--- config.mk ---
export PLATFORM = sky130hd
export DESIGN_NAME = dbr_pc_seq
export DESIGN_NICKNAME = d
export VERILOG_FILES = /design/src/rtl/dbr_pkg.sv /design/src/rtl/dbr_branch_eval.sv /design/src/rtl/dbr_slot_ctrl.sv /design/src/rtl/dbr_pc_reg.sv /design/src/rtl/dbr_pc_seq.sv
export SDC_FILE = /design/constraint.sdc
export NUM_CORES = 1
export LEC_CHECK = 0
export BUFFER_PORTS_ARGS = -buffer_cell sky130_fd_sc_hd__buf_2
export CAP_MARGIN = 40
export CORE_ASPECT_RATIO = 0.7
export CORE_MARGIN = 2
export CORE_UTILIZATION = 50
export CTS_BUF_LIST = sky130_fd_sc_hd__clkbuf_2
export CTS_CLUSTER_DIAMETER = 80
export CTS_CLUSTER_SIZE = 25
export DETAILED_ROUTE_END_ITERATION = 7
export PLACE_DENSITY = 0.78
export SLEW_MARGIN = 20
export SYNTH_ARGS = -nofsm -noshare
export SYNTH_HDL_FRONTEND = slang
export SYNTH_SLANG_ARGS = --single-unit
--- constraint.sdc ---
create_clock -name clk_i -period 2 [get_ports clk_i]
set_input_delay 0.3 -clock clk_i [delete_from_list [all_inputs] [get_ports clk_i]]
set_output_delay 0.3 -clock clk_i [all_outputs]
set_load 0.03 [all_outputs]
--- src/rtl/dbr_pkg.sv ---
package dbr_pkg;
  localparam int unsigned OP_W = 8;
  localparam logic [OP_W-1:0] OP_BR_TRUE   = 8'd19;
  localparam logic [OP_W-1:0] OP_BR_ALWAYS = 8'd20;

  typedef enum logic [1:0] {
    BR_NONE,
    BR_COND,
    BR_UNCOND
  } br_kind_e;
endpackage

--- src/rtl/dbr_branch_eval.sv ---
module dbr_branch_eval
  import dbr_pkg::*;
#(
  parameter int unsigned XLEN = 32
) (
  input  logic                ex_valid_i,
  input  logic [OP_W-1:0]     op_i,
  input  logic [XLEN-1:0]     dst_val_i,
  input  logic [XLEN-1:0]     src1_val_i,
  output logic                take_o,
  output logic [XLEN-1:0]     tgt_o
);
  localparam logic [XLEN-1:0] TRUE_VAL = '1;

  br_kind_e kind;

  always_comb begin
    kind = BR_NONE;
    if (ex_valid_i) begin
      unique case (op_i)
        OP_BR_TRUE:   kind = BR_COND;
        OP_BR_ALWAYS: kind = BR_UNCOND;
        default:      kind = BR_NONE;
      endcase
    end
  end

  always_comb begin
    unique case (kind)
      BR_COND:   take_o = (src1_val_i == TRUE_VAL);
      BR_UNCOND: take_o = 1'b1;
      default:   take_o = 1'b0;
    endcase
  end

  assign tgt_o = dst_val_i;

  always_comb begin
    if (!ex_valid_i) assert (!take_o) else $error("AST_NO_TAKE_INVALID");
  end
endmodule

--- src/rtl/dbr_slot_ctrl.sv ---
module dbr_slot_ctrl #(
  parameter int unsigned XLEN = 32
) (
  input  logic            clk_i,
  input  logic            rst_ni,
  input  logic            stall_i,
  input  logic            mode_i,
  input  logic            take_i,
  input  logic [XLEN-1:0] tgt_i,
  output logic            load_o,
  output logic [XLEN-1:0] tgt_o,
  output logic            alu_susp_o,
  output logic            wb_susp_o
);
  logic            pend_q;
  logic            hw_q;
  logic [XLEN-1:0] tgt_q;
  logic            accept;

  // no new capture while the slot is open
  assign accept = take_i && !stall_i && !pend_q;
  assign load_o = pend_q && !stall_i;
  assign tgt_o  = tgt_q;

  always_ff @(posedge clk_i or negedge rst_ni) begin
    if (!rst_ni) begin
      pend_q <= 1'b0;
      hw_q   <= 1'b0;
      tgt_q  <= '0;
    end else if (load_o) begin
      pend_q <= 1'b0;
    end else if (accept) begin
      pend_q <= 1'b1;
      hw_q   <= mode_i;
      tgt_q  <= tgt_i;
    end
  end

  logic susp;
  assign susp       = pend_q && hw_q;
  assign alu_susp_o = susp;
  assign wb_susp_o  = susp;

  AST_PEND_HOLD: assert property (@(posedge clk_i) disable iff (!rst_ni)
    pend_q && stall_i |=> pend_q && $stable(tgt_q)) else $error("AST_PEND_HOLD");
  AST_SLOT_IGNORED: assert property (@(posedge clk_i) disable iff (!rst_ni)
    pend_q && !stall_i |=> !pend_q) else $error("AST_SLOT_IGNORED");
  AST_SUSP_CAUSE: assert property (@(posedge clk_i) disable iff (!rst_ni)
    $rose(alu_susp_o) |-> $past(take_i && mode_i && !stall_i)) else $error("AST_SUSP_CAUSE");
endmodule

--- src/rtl/dbr_pc_reg.sv ---
module dbr_pc_reg #(
  parameter int unsigned XLEN     = 32,
  parameter logic [XLEN-1:0] RESET_PC = '0
) (
  input  logic            clk_i,
  input  logic            rst_ni,
  input  logic            stall_i,
  input  logic            load_i,
  input  logic [XLEN-1:0] tgt_i,
  output logic [XLEN-1:0] pc_o,
  output logic            redirect_o
);
  localparam logic [XLEN-1:0] STEP = XLEN'(1);

  always_ff @(posedge clk_i or negedge rst_ni) begin
    if (!rst_ni) begin
      pc_o       <= RESET_PC;
      redirect_o <= 1'b0;
    end else begin
      redirect_o <= load_i;
      if (load_i)        pc_o <= tgt_i;
      else if (!stall_i) pc_o <= pc_o + STEP;
    end
  end

  AST_SEQ_STEP: assert property (@(posedge clk_i) disable iff (!rst_ni)
    !stall_i && !load_i |=> pc_o == $past(pc_o) + STEP) else $error("AST_SEQ_STEP");
  AST_STALL_HOLD: assert property (@(posedge clk_i) disable iff (!rst_ni)
    stall_i |=> $stable(pc_o)) else $error("AST_STALL_HOLD");
  AST_LOAD_TARGET: assert property (@(posedge clk_i) disable iff (!rst_ni)
    load_i |=> redirect_o && pc_o == $past(tgt_i)) else $error("AST_LOAD_TARGET");
endmodule

--- src/rtl/dbr_pc_seq.sv ---
module dbr_pc_seq
  import dbr_pkg::*;
#(
  parameter int unsigned XLEN = 32,
  parameter logic [XLEN-1:0] RESET_PC = '0
) (
  input  logic            clk_i,
  input  logic            rst_ni,
  input  logic            stall_i,
  input  logic            mode_i,
  input  logic            ex_valid_i,
  input  logic [OP_W-1:0] op_i,
  input  logic [XLEN-1:0] dst_val_i,
  input  logic [XLEN-1:0] src1_val_i,
  output logic [XLEN-1:0] pc_o,
  output logic            redirect_o,
  output logic            alu_susp_o,
  output logic            wb_susp_o
);
  logic            take;
  logic [XLEN-1:0] br_tgt;
  logic            load;
  logic [XLEN-1:0] pend_tgt;

  dbr_branch_eval #(.XLEN(XLEN)) u_eval (
    .ex_valid_i (ex_valid_i),
    .op_i       (op_i),
    .dst_val_i  (dst_val_i),
    .src1_val_i (src1_val_i),
    .take_o     (take),
    .tgt_o      (br_tgt)
  );

  dbr_slot_ctrl #(.XLEN(XLEN)) u_slot (
    .clk_i      (clk_i),
    .rst_ni     (rst_ni),
    .stall_i    (stall_i),
    .mode_i     (mode_i),
    .take_i     (take),
    .tgt_i      (br_tgt),
    .load_o     (load),
    .tgt_o      (pend_tgt),
    .alu_susp_o (alu_susp_o),
    .wb_susp_o  (wb_susp_o)
  );

  dbr_pc_reg #(.XLEN(XLEN), .RESET_PC(RESET_PC)) u_pc (
    .clk_i      (clk_i),
    .rst_ni     (rst_ni),
    .stall_i    (stall_i),
    .load_i     (load),
    .tgt_i      (pend_tgt),
    .pc_o       (pc_o),
    .redirect_o (redirect_o)
  );

  AST_REDIR_PULSE: assert property (@(posedge clk_i) disable iff (!rst_ni)
    redirect_o |=> !redirect_o) else $error("AST_REDIR_PULSE");
  AST_SLOT_STEP: assert property (@(posedge clk_i) disable iff (!rst_ni)
    take && !stall_i && !alu_susp_o && !load |=> pc_o == $past(pc_o) + XLEN'(1)) else $error("AST_SLOT_STEP");
endmodule

==> results of run 1 <==
-- power breakdown --
group	internal [W]	switching, W	total (W)
clock network	0.000283	0.000466	0.000750
logic	0.000378	0.000519	0.000897
registers	0.00145	0.000120	0.00157
-- registers in the layout (all words and copies together), names as in the netlist --
name,flops
u_slot.hw_q,1
u_slot.tgt_o,32
u_pc.pc_o,32
u_pc.redirect_o,1
u_slot.pend_q,1
-- path summary, 6_finish.rpt --
check,start,to,slack [ns]
min reg2reg,u_slot.tgt_o[20],u_slot.tgt_o[20],0.53
min in group clk_i,stall_i,u_pc.pc_o[11],0.30
max reg2reg,u_pc.pc_o[1],u_pc.pc_o[30],0.10
max in group asynchronous,rst_ni,u_slot.tgt_o[19],1.31
min,rst_ni,u_slot.tgt_o[9],0.12
max,op_i[3],u_slot.tgt_o[23],-0.18
-- worst register-to-register path: cells and delay by family (launching register included) --
kind          cells  cell delay [ns]
simple gates      4             0.86
flops             1             0.48
fa+ha+maj         1             0.21
mux               1             0.25
-- kinds of logic after synthesis --
group	after synthesis
buffers and inverters	34
flip-flops	67
adder cells (fa/ha/maj)	3
multiplexers	39
AND/OR/NAND/NOR	117
AO/OA/AOI/OAI	89
-- routing by layer --
metal,up-vias,global-route usage (%)
met5,-,0
met4,0,8.148
met3,21,9.290
met2,207,45.31
met1,1771,36.47
li1,1662,-
-- area by class of cell --
type,count,area [um^2]
inverter,12,45.04
fill,496,1699
sequential,67,1679
tap,94,117.6
clock inverter,4,42.54
multi-input combinational,248,1868
timing repair buffer,182,1313
clock buffer,11,55.05
-- cell usage in the layout, fill, tap and decap left out, types with 5 or more instances in the layout --
master,n
a21oi_1,16
a22oi_1,10
a31oi_1,5
and3_1,8
and4_1,5
buf_2,109
buf_4,26
buf_6,5
clkbuf_2,11
dfrtp_1,65
dlygate4sd3_1,34
inv_1,10
mux2_2,12
mux2_4,22
mux2i_1,5
nand2_1,22
nand3_1,10
nand4_1,17
nor2_1,21
nor3_1,9
o21ai_0,28
-- metrics by stage --
stage / instances / TNS [ns] / instance area (um^2) / util, %
2_1_floorplan: 349 / -12.57 / 3573 / -
3_3_place_gp: 562 / -18.01 / 4388 / 64.35
3_5_place_dp: 562 / -20.70 / 4388 / 64.35
4_1_cts: 606 / -1.169 / 4853 / 71.17
5_1_grt: 618 / -5.125 / 5120 / 75.08
6_report: 618 / -4.262 / 5120 / 75.08
-- what timing repair did --
| action | 4_1_cts | 5_1_grt |
|---|---|---|
| pin swaps | 3 | 2 |
| hold endpoints to repair | 53 | 10 |
| cloned | 2 | 1 |
| gates resized for setup | 10 | 33 |
| endpoints found under the setup margin | 34 | 36 |
| buffers inserted | 3 | 1 |
| hold buffers | 24 | 10 |
==> impl_results.md, run 1 <==
* Detailed Route Iter0 Violations at 283
* Clk root buf: clkbuf_2
* GPL Wtd Cong at 0.8761
* Core Rows at 25
* Post-synth top cells: dfrtp_1, mux2_2, o21ai_0
* Crit path largest cell delay at 0.33 ns
* Compound-cell area share of the yosys netlist at 16.54%
* Synth Area in Simple Gates at 18.40%
* Yosys warning count at 0
* I/O pin cnt at 112
* WP data required at 2.41 ns
* Top-area cell type share of the netlist area at 47.15%
* Clock skew at 0.01723 ns
* M1 WL at 4693 um
* CP max FO at 6
* Die span in x at 104.8 um
* Synthesized area at 3556 um^2
* Buffers and inverters on the worst path at 3
* Slew @ Worst Pin at 0.4155 ns
* CP Cell Sequence: buf_6, nor4b_4, nand3b_1, nor3_4, ha_4, nand4_1, nor4_2, a31oi_2, nor3_4, buf_6, buf_8, mux2_2
* Post-synth ARST share at 100.0%
* Cells after Synth at 349
* Sequential cell area fraction in the yosys report at 47.15%
* Top delay family on crit path: simple AND/OR/NAND/NOR gates
* Diode count at 0
* CTS clk-pin slew, worst paths at 0.17 ns
* Final hold vios at 0
* IO buf count at 111
* Latest clock arrival within the worst-skew pair at 0.51 ns
* Number of global-route vias before repair at 3400
* Failing checks: negative setup slack
* Worst path slowest cell: mux2_2
* Ys flop type: dfrtp_1
* DRC viols at 0
* Core Area at 6819 um^2
* Layout cells sized above 1 at 40.65%
* DRT antenna net count at 0
* Routed len/inst at 18.02 um
* Final Cycle Share at 108.8%
* Nets@finish at 600
* CTS Sinks at 67
* Area grow syn2layout at 43.98%
* Post-synth cell types at 52
* Max VDD drop at 0.3678 mV
* Area contributors post-synth: dfrtp_1, mux2_2, o21ai_0
* Final setup viols at 33
* Mean Syn Cell Area at 10.19 um^2
* Met2 wire length at 5258 um
* Maximum capacitance violations at 0
* XOR/XNOR Fraction of Synth Area at 0%
* Pre-Repair DR Iteration Count at 5
* Tot GR Track Use at 27.94%
* Die Y at 74.56 um
* Power Density at 628.8 nW/um^2
* Largest family of logic cells by synthesized area: simple AND/OR/NAND/NOR gates
* Crit Path Category: primary input to flop
* DP HPWL at 7382 um
* Arr. time, crit path at 2.58 ns
* RSZ-0062 raised after global routing: true
* Die ar. at 7813 um^2
* Post-synth EDFFs at 0
* Final WS setup at -0.1761 ns
* Most frequent cell after synthesis: dfrtp_1
* Multiplexer share of the synthesized area at 12.17%
* Worst hold slack at 0.1202 ns
* First-pass GRT wire length at 16720 um
* Top Layer Used: met4
* CTS buffer count at 9
* Startpoint types: primary input
* Grt ovf at 0
* Status: finished with violations
* Slew margin rel. at 72.19%
* Via count at 3661
* Worst slack, placed at -0.6672 ns
* Critical path endpoint category: flop
* Area leader, netlist: dfrtp_1
* CTS tree: done
* Largest net degree at the start of global routing at 52
* Final Power at 0.003219 W
* Fin crit period at 2.176 ns
* Slew Viols, Final at 0
* WL final at 11140 um
* Worst hold path class: primary input to async pin
* Max clock buf depth at 2
* Initial antenna violation count at 0
* Synth Net Count at 429
* CTS HTree Levels at 3
* Adder-Cell Fraction of Synth Area at 1.056%
* Crit path depth at 12
* Fmax at 459.5 MHz
* Post-synthesis register bit count at 67
* Routed met3 length at 988 um
* R2R depth at 6
* Starting Density at 52.15%
* Leak at 2.472 nW
* Drt via density at 5.924
(Power assumes the default switching activity.)
==> inputs of run 2 (changes only) <==
--- a/config.mk
+++ b/config.mk
@@ -8,12 +8,14 @@
 export BUFFER_PORTS_ARGS = -buffer_cell sky130_fd_sc_hd__buf_2
 export CAP_MARGIN = 40
+export CELL_PAD_IN_SITES_DETAIL_PLACEMENT = 1
+export CELL_PAD_IN_SITES_GLOBAL_PLACEMENT = 1
 export CORE_ASPECT_RATIO = 0.7
 export CORE_MARGIN = 2
-export CORE_UTILIZATION = 50
+export CORE_UTILIZATION = 40
 export CTS_BUF_LIST = sky130_fd_sc_hd__clkbuf_2
 export CTS_CLUSTER_DIAMETER = 80
 export CTS_CLUSTER_SIZE = 25
 export DETAILED_ROUTE_END_ITERATION = 7
-export PLACE_DENSITY = 0.78
+export PLACE_DENSITY_LB_ADDON = 0.1
 export SLEW_MARGIN = 20
 export SYNTH_ARGS = -nofsm -noshare
==> constraint.sdc (replaced) <==
create_clock -name clk_i -period 2 [get_ports clk_i]
set_input_delay 0.5 -clock clk_i [delete_from_list [all_inputs] [get_ports clk_i]]
set_output_delay 0.5 -clock clk_i [all_outputs]
set_load 0.03 [all_outputs]
==> run 2 against run 1 <==
Against the previous run: the run still ends with negative setup slack left; non-clock buffer count down 33; critical path depth unchanged; via count down 6.6%; combinational power down 2%; setup slack worse by 0.10 ns; utilization down 18 points; sequential cell count unchanged; fmax down 4.5%; sequential share of layout area up 1.8 points; global-route usage down 3.3 points; clock-buffer cell count down 2; clock skew up 0.015 ns; highest routed layer unchanged.
==> impl_results.md, run 2 (synthesis gave the netlist of run 1 again) <==
* Layout cells sized above 1 at 44.51% (+3.9 points)
* DRT antenna net count at 0 (unchanged)
* Final WS setup at -0.2784 ns (-0.1023 ns)
* Most frequent cells in the layout: buf_2, dfrtp_1, o21ai_0
* I/O pin cnt at 112 (unchanged)
* Die ar. at 9672 um^2 (+24%)
* WL final at 11830 um (+6.2%)
* Core Area at 8548 um^2 (+25%)
* Detailed Route Iter0 Violations at 166 (-41%)
* Final hold vios at 0 (unchanged)
* First-pass GRT wire length at 18510 um (+11%)
* Hold Crit Depth at 2
* Number of global-route vias before repair at 3538 (+4.1%)
* Arr. time, crit path at 2.69 ns (+0.11 ns)
* Startpoint types: primary input
* Failing checks: negative setup slack
* CTS tree: done
* Clock skew at 0.03193 ns (+0.01470 ns)
* DRC viols at 0 (unchanged)
* IO buf count at 111 (unchanged)
* Via count at 3421 (-6.6%)
* Fin crit period at 2.278 ns (+0.1023 ns)
* Initial antenna violation count at 0 (unchanged)
* Leak at 2.346 nW (-5.1%)
* GPL Wtd Cong at 0.8471 (-3.3%)
* R2R Path Start: u_pc.pc_o[0]
* Min-Delay Endpoint: u_slot.tgt_o[28]
* WP data required at 2.41 ns (about the same)
* Starting Density at 41.60% (-11 points)
* Diode count at 0 (unchanged)
* Drt via density at 5.590 (-5.6%)
* CTS clk-pin slew, worst paths at 0.22 ns (+0.05 ns)
* R2R depth at 6 (unchanged)
* Critical path endpoint category: flop
* Nets@finish at 567 (-5.5%)
* Worst R2R Setup Slack at 0.04 ns (-0.06 ns)
* Slew Viols, Final at 0 (unchanged)
* Placed insts at 588 (+4.6%)
* Slew @ Worst Pin at 0.4276 ns (+0.01208 ns)
* Clk root buf: clkbuf_2
* Tot GR Track Use at 24.66% (-3.3 points)
* Power Density at 701.1 nW/um^2 (+11%)
* Maximum capacitance violations at 0 (unchanged)
* Most common cell after layout, fill and taps aside: buf_2
* Die span in x at 116.7 um (+11%)
* Post-Layout Cell Count at 612 (-0.97%)
* Max VDD drop at 0.2788 mV (-24%)
* Crit Path Category: primary input to flop
* Die Y at 82.89 um (+11%)
* Area grow syn2layout at 36.59%
* Slew margin rel. at 71.39% (-0.81 points)
* CTS buffer count at 9 (unchanged)
* DP HPWL at 8247 um (+12%)
* Routed len/inst at 19.33 um (+7.3%)
* Pre-Repair DR Iteration Count at 4 (-1)
* CTS HTree Levels at 3 (unchanged)
* Post-Route Setup TNS at -8.538 ns (-4.276 ns)
* RSZ-0062 raised after global routing: true
* RR Endpoint: u_pc.pc_o[28]
* Grt ovf at 0 (unchanged)
* Hold path start: dst_val_i[28]
* Largest net degree at the start of global routing at 68 (+31%)
* CTS Sinks at 67 (unchanged)
* Core Rows at 28 (+12%)
* Latest clock arrival within the worst-skew pair at 0.53 ns (+0.02 ns)
* Max clock buf depth at 2 (unchanged)
* Worst hold slack at 0.1809 ns (+0.06069 ns)
* Final Util at 56.82% (-18 points)
* Final Cycle Share at 113.9% (+5.1 points)
* Fmax at 438.9 MHz (-4.5%)
* Final setup viols at 34 (+3.0%)
* Worst hold path class: primary input to flop
* CP max FO at 5 (-1)
* Status: finished with violations
run 2: layout make-up:
type	instances	area, um^2
Timing Repair Buffer	149	980.9
Clock buffer	9	45.04
Tap cell	120	150.1
Fill cell	1024	3691
Sequential cell	67	1679
Clock inverter	7	102.6
Multi-Input combinational cell	248	1854
Inverter	12	45.04
run 2: worst max-delay path by stage:
| stage | start | end | cells after the start |
|---|---|---|---|
| after floorplan | op_i[3] | u_slot.tgt_o[10] | 7 |
| after global placement | op_i[3] | u_slot.tgt_o[19] | 11 |
| after detailed placement | op_i[3] | u_slot.tgt_o[13] | 11 |
| after CTS | op_i[3] | u_slot.tgt_o[5] | 12 |
| after global routing | op_i[3] | u_slot.tgt_o[5] | 12 |
| final | op_i[3] | u_slot.tgt_o[12] | 12 |
run 2: per-layer routing:
| layer | track usage [%] | up-vias | part of all wire (%) |
|---|---|---|---|
| met5 | 0 | - | 0 |
| met2 | 39.36 | 126 | 47 |
| met3 | 4.599 | 9 | 6.1 |
| met1 | 35.05 | 1696 | 46 |
| li1 | - | 1590 | - |
| met4 | 4.920 | 0 | 0.82 |
run 2: repair_timing:
item / CTS / global route
setup endpoints to repair: 36 / 41
pin swaps: 2 / 0
gates cloned: 3 / 0
gates resized for setup: 15 / 33
setup buffers: 2 / 4
endpoints found under the hold margin: 67 / 0
hold buffers: 1 / 0
run 2: worst max-delay path: stages:
cell      delay (ns)
buf_6           0.10
nor4b_4         0.25
nand3b_1        0.17
or4b_4          0.55
ha_4            0.17
nand4_1         0.08
nor4_2          0.06
a31oi_2         0.18
nor3_4          0.07
buf_6           0.13
buf_8           0.13
mux2_4          0.29
run 2: power by group:
group          switching, W  total [W]  internal, W
Combinational      0.000540   0.000879     0.000339
Clock              0.000537   0.000959     0.000422
Sequential         0.000113    0.00157      0.00145
run 2: metrics by stage:
step           power (W)  worst slack (ns)  area (um^2)
2_1_floorplan   0.002011           -0.5934         3576
3_3_place_gp    0.002418           -0.7836         4422
3_5_place_dp    0.002448           -0.9394         4422
4_1_cts         0.003421           -0.2645         4728
5_1_grt         0.003564           -0.3803         4857
6_report        0.003405           -0.2784         4857
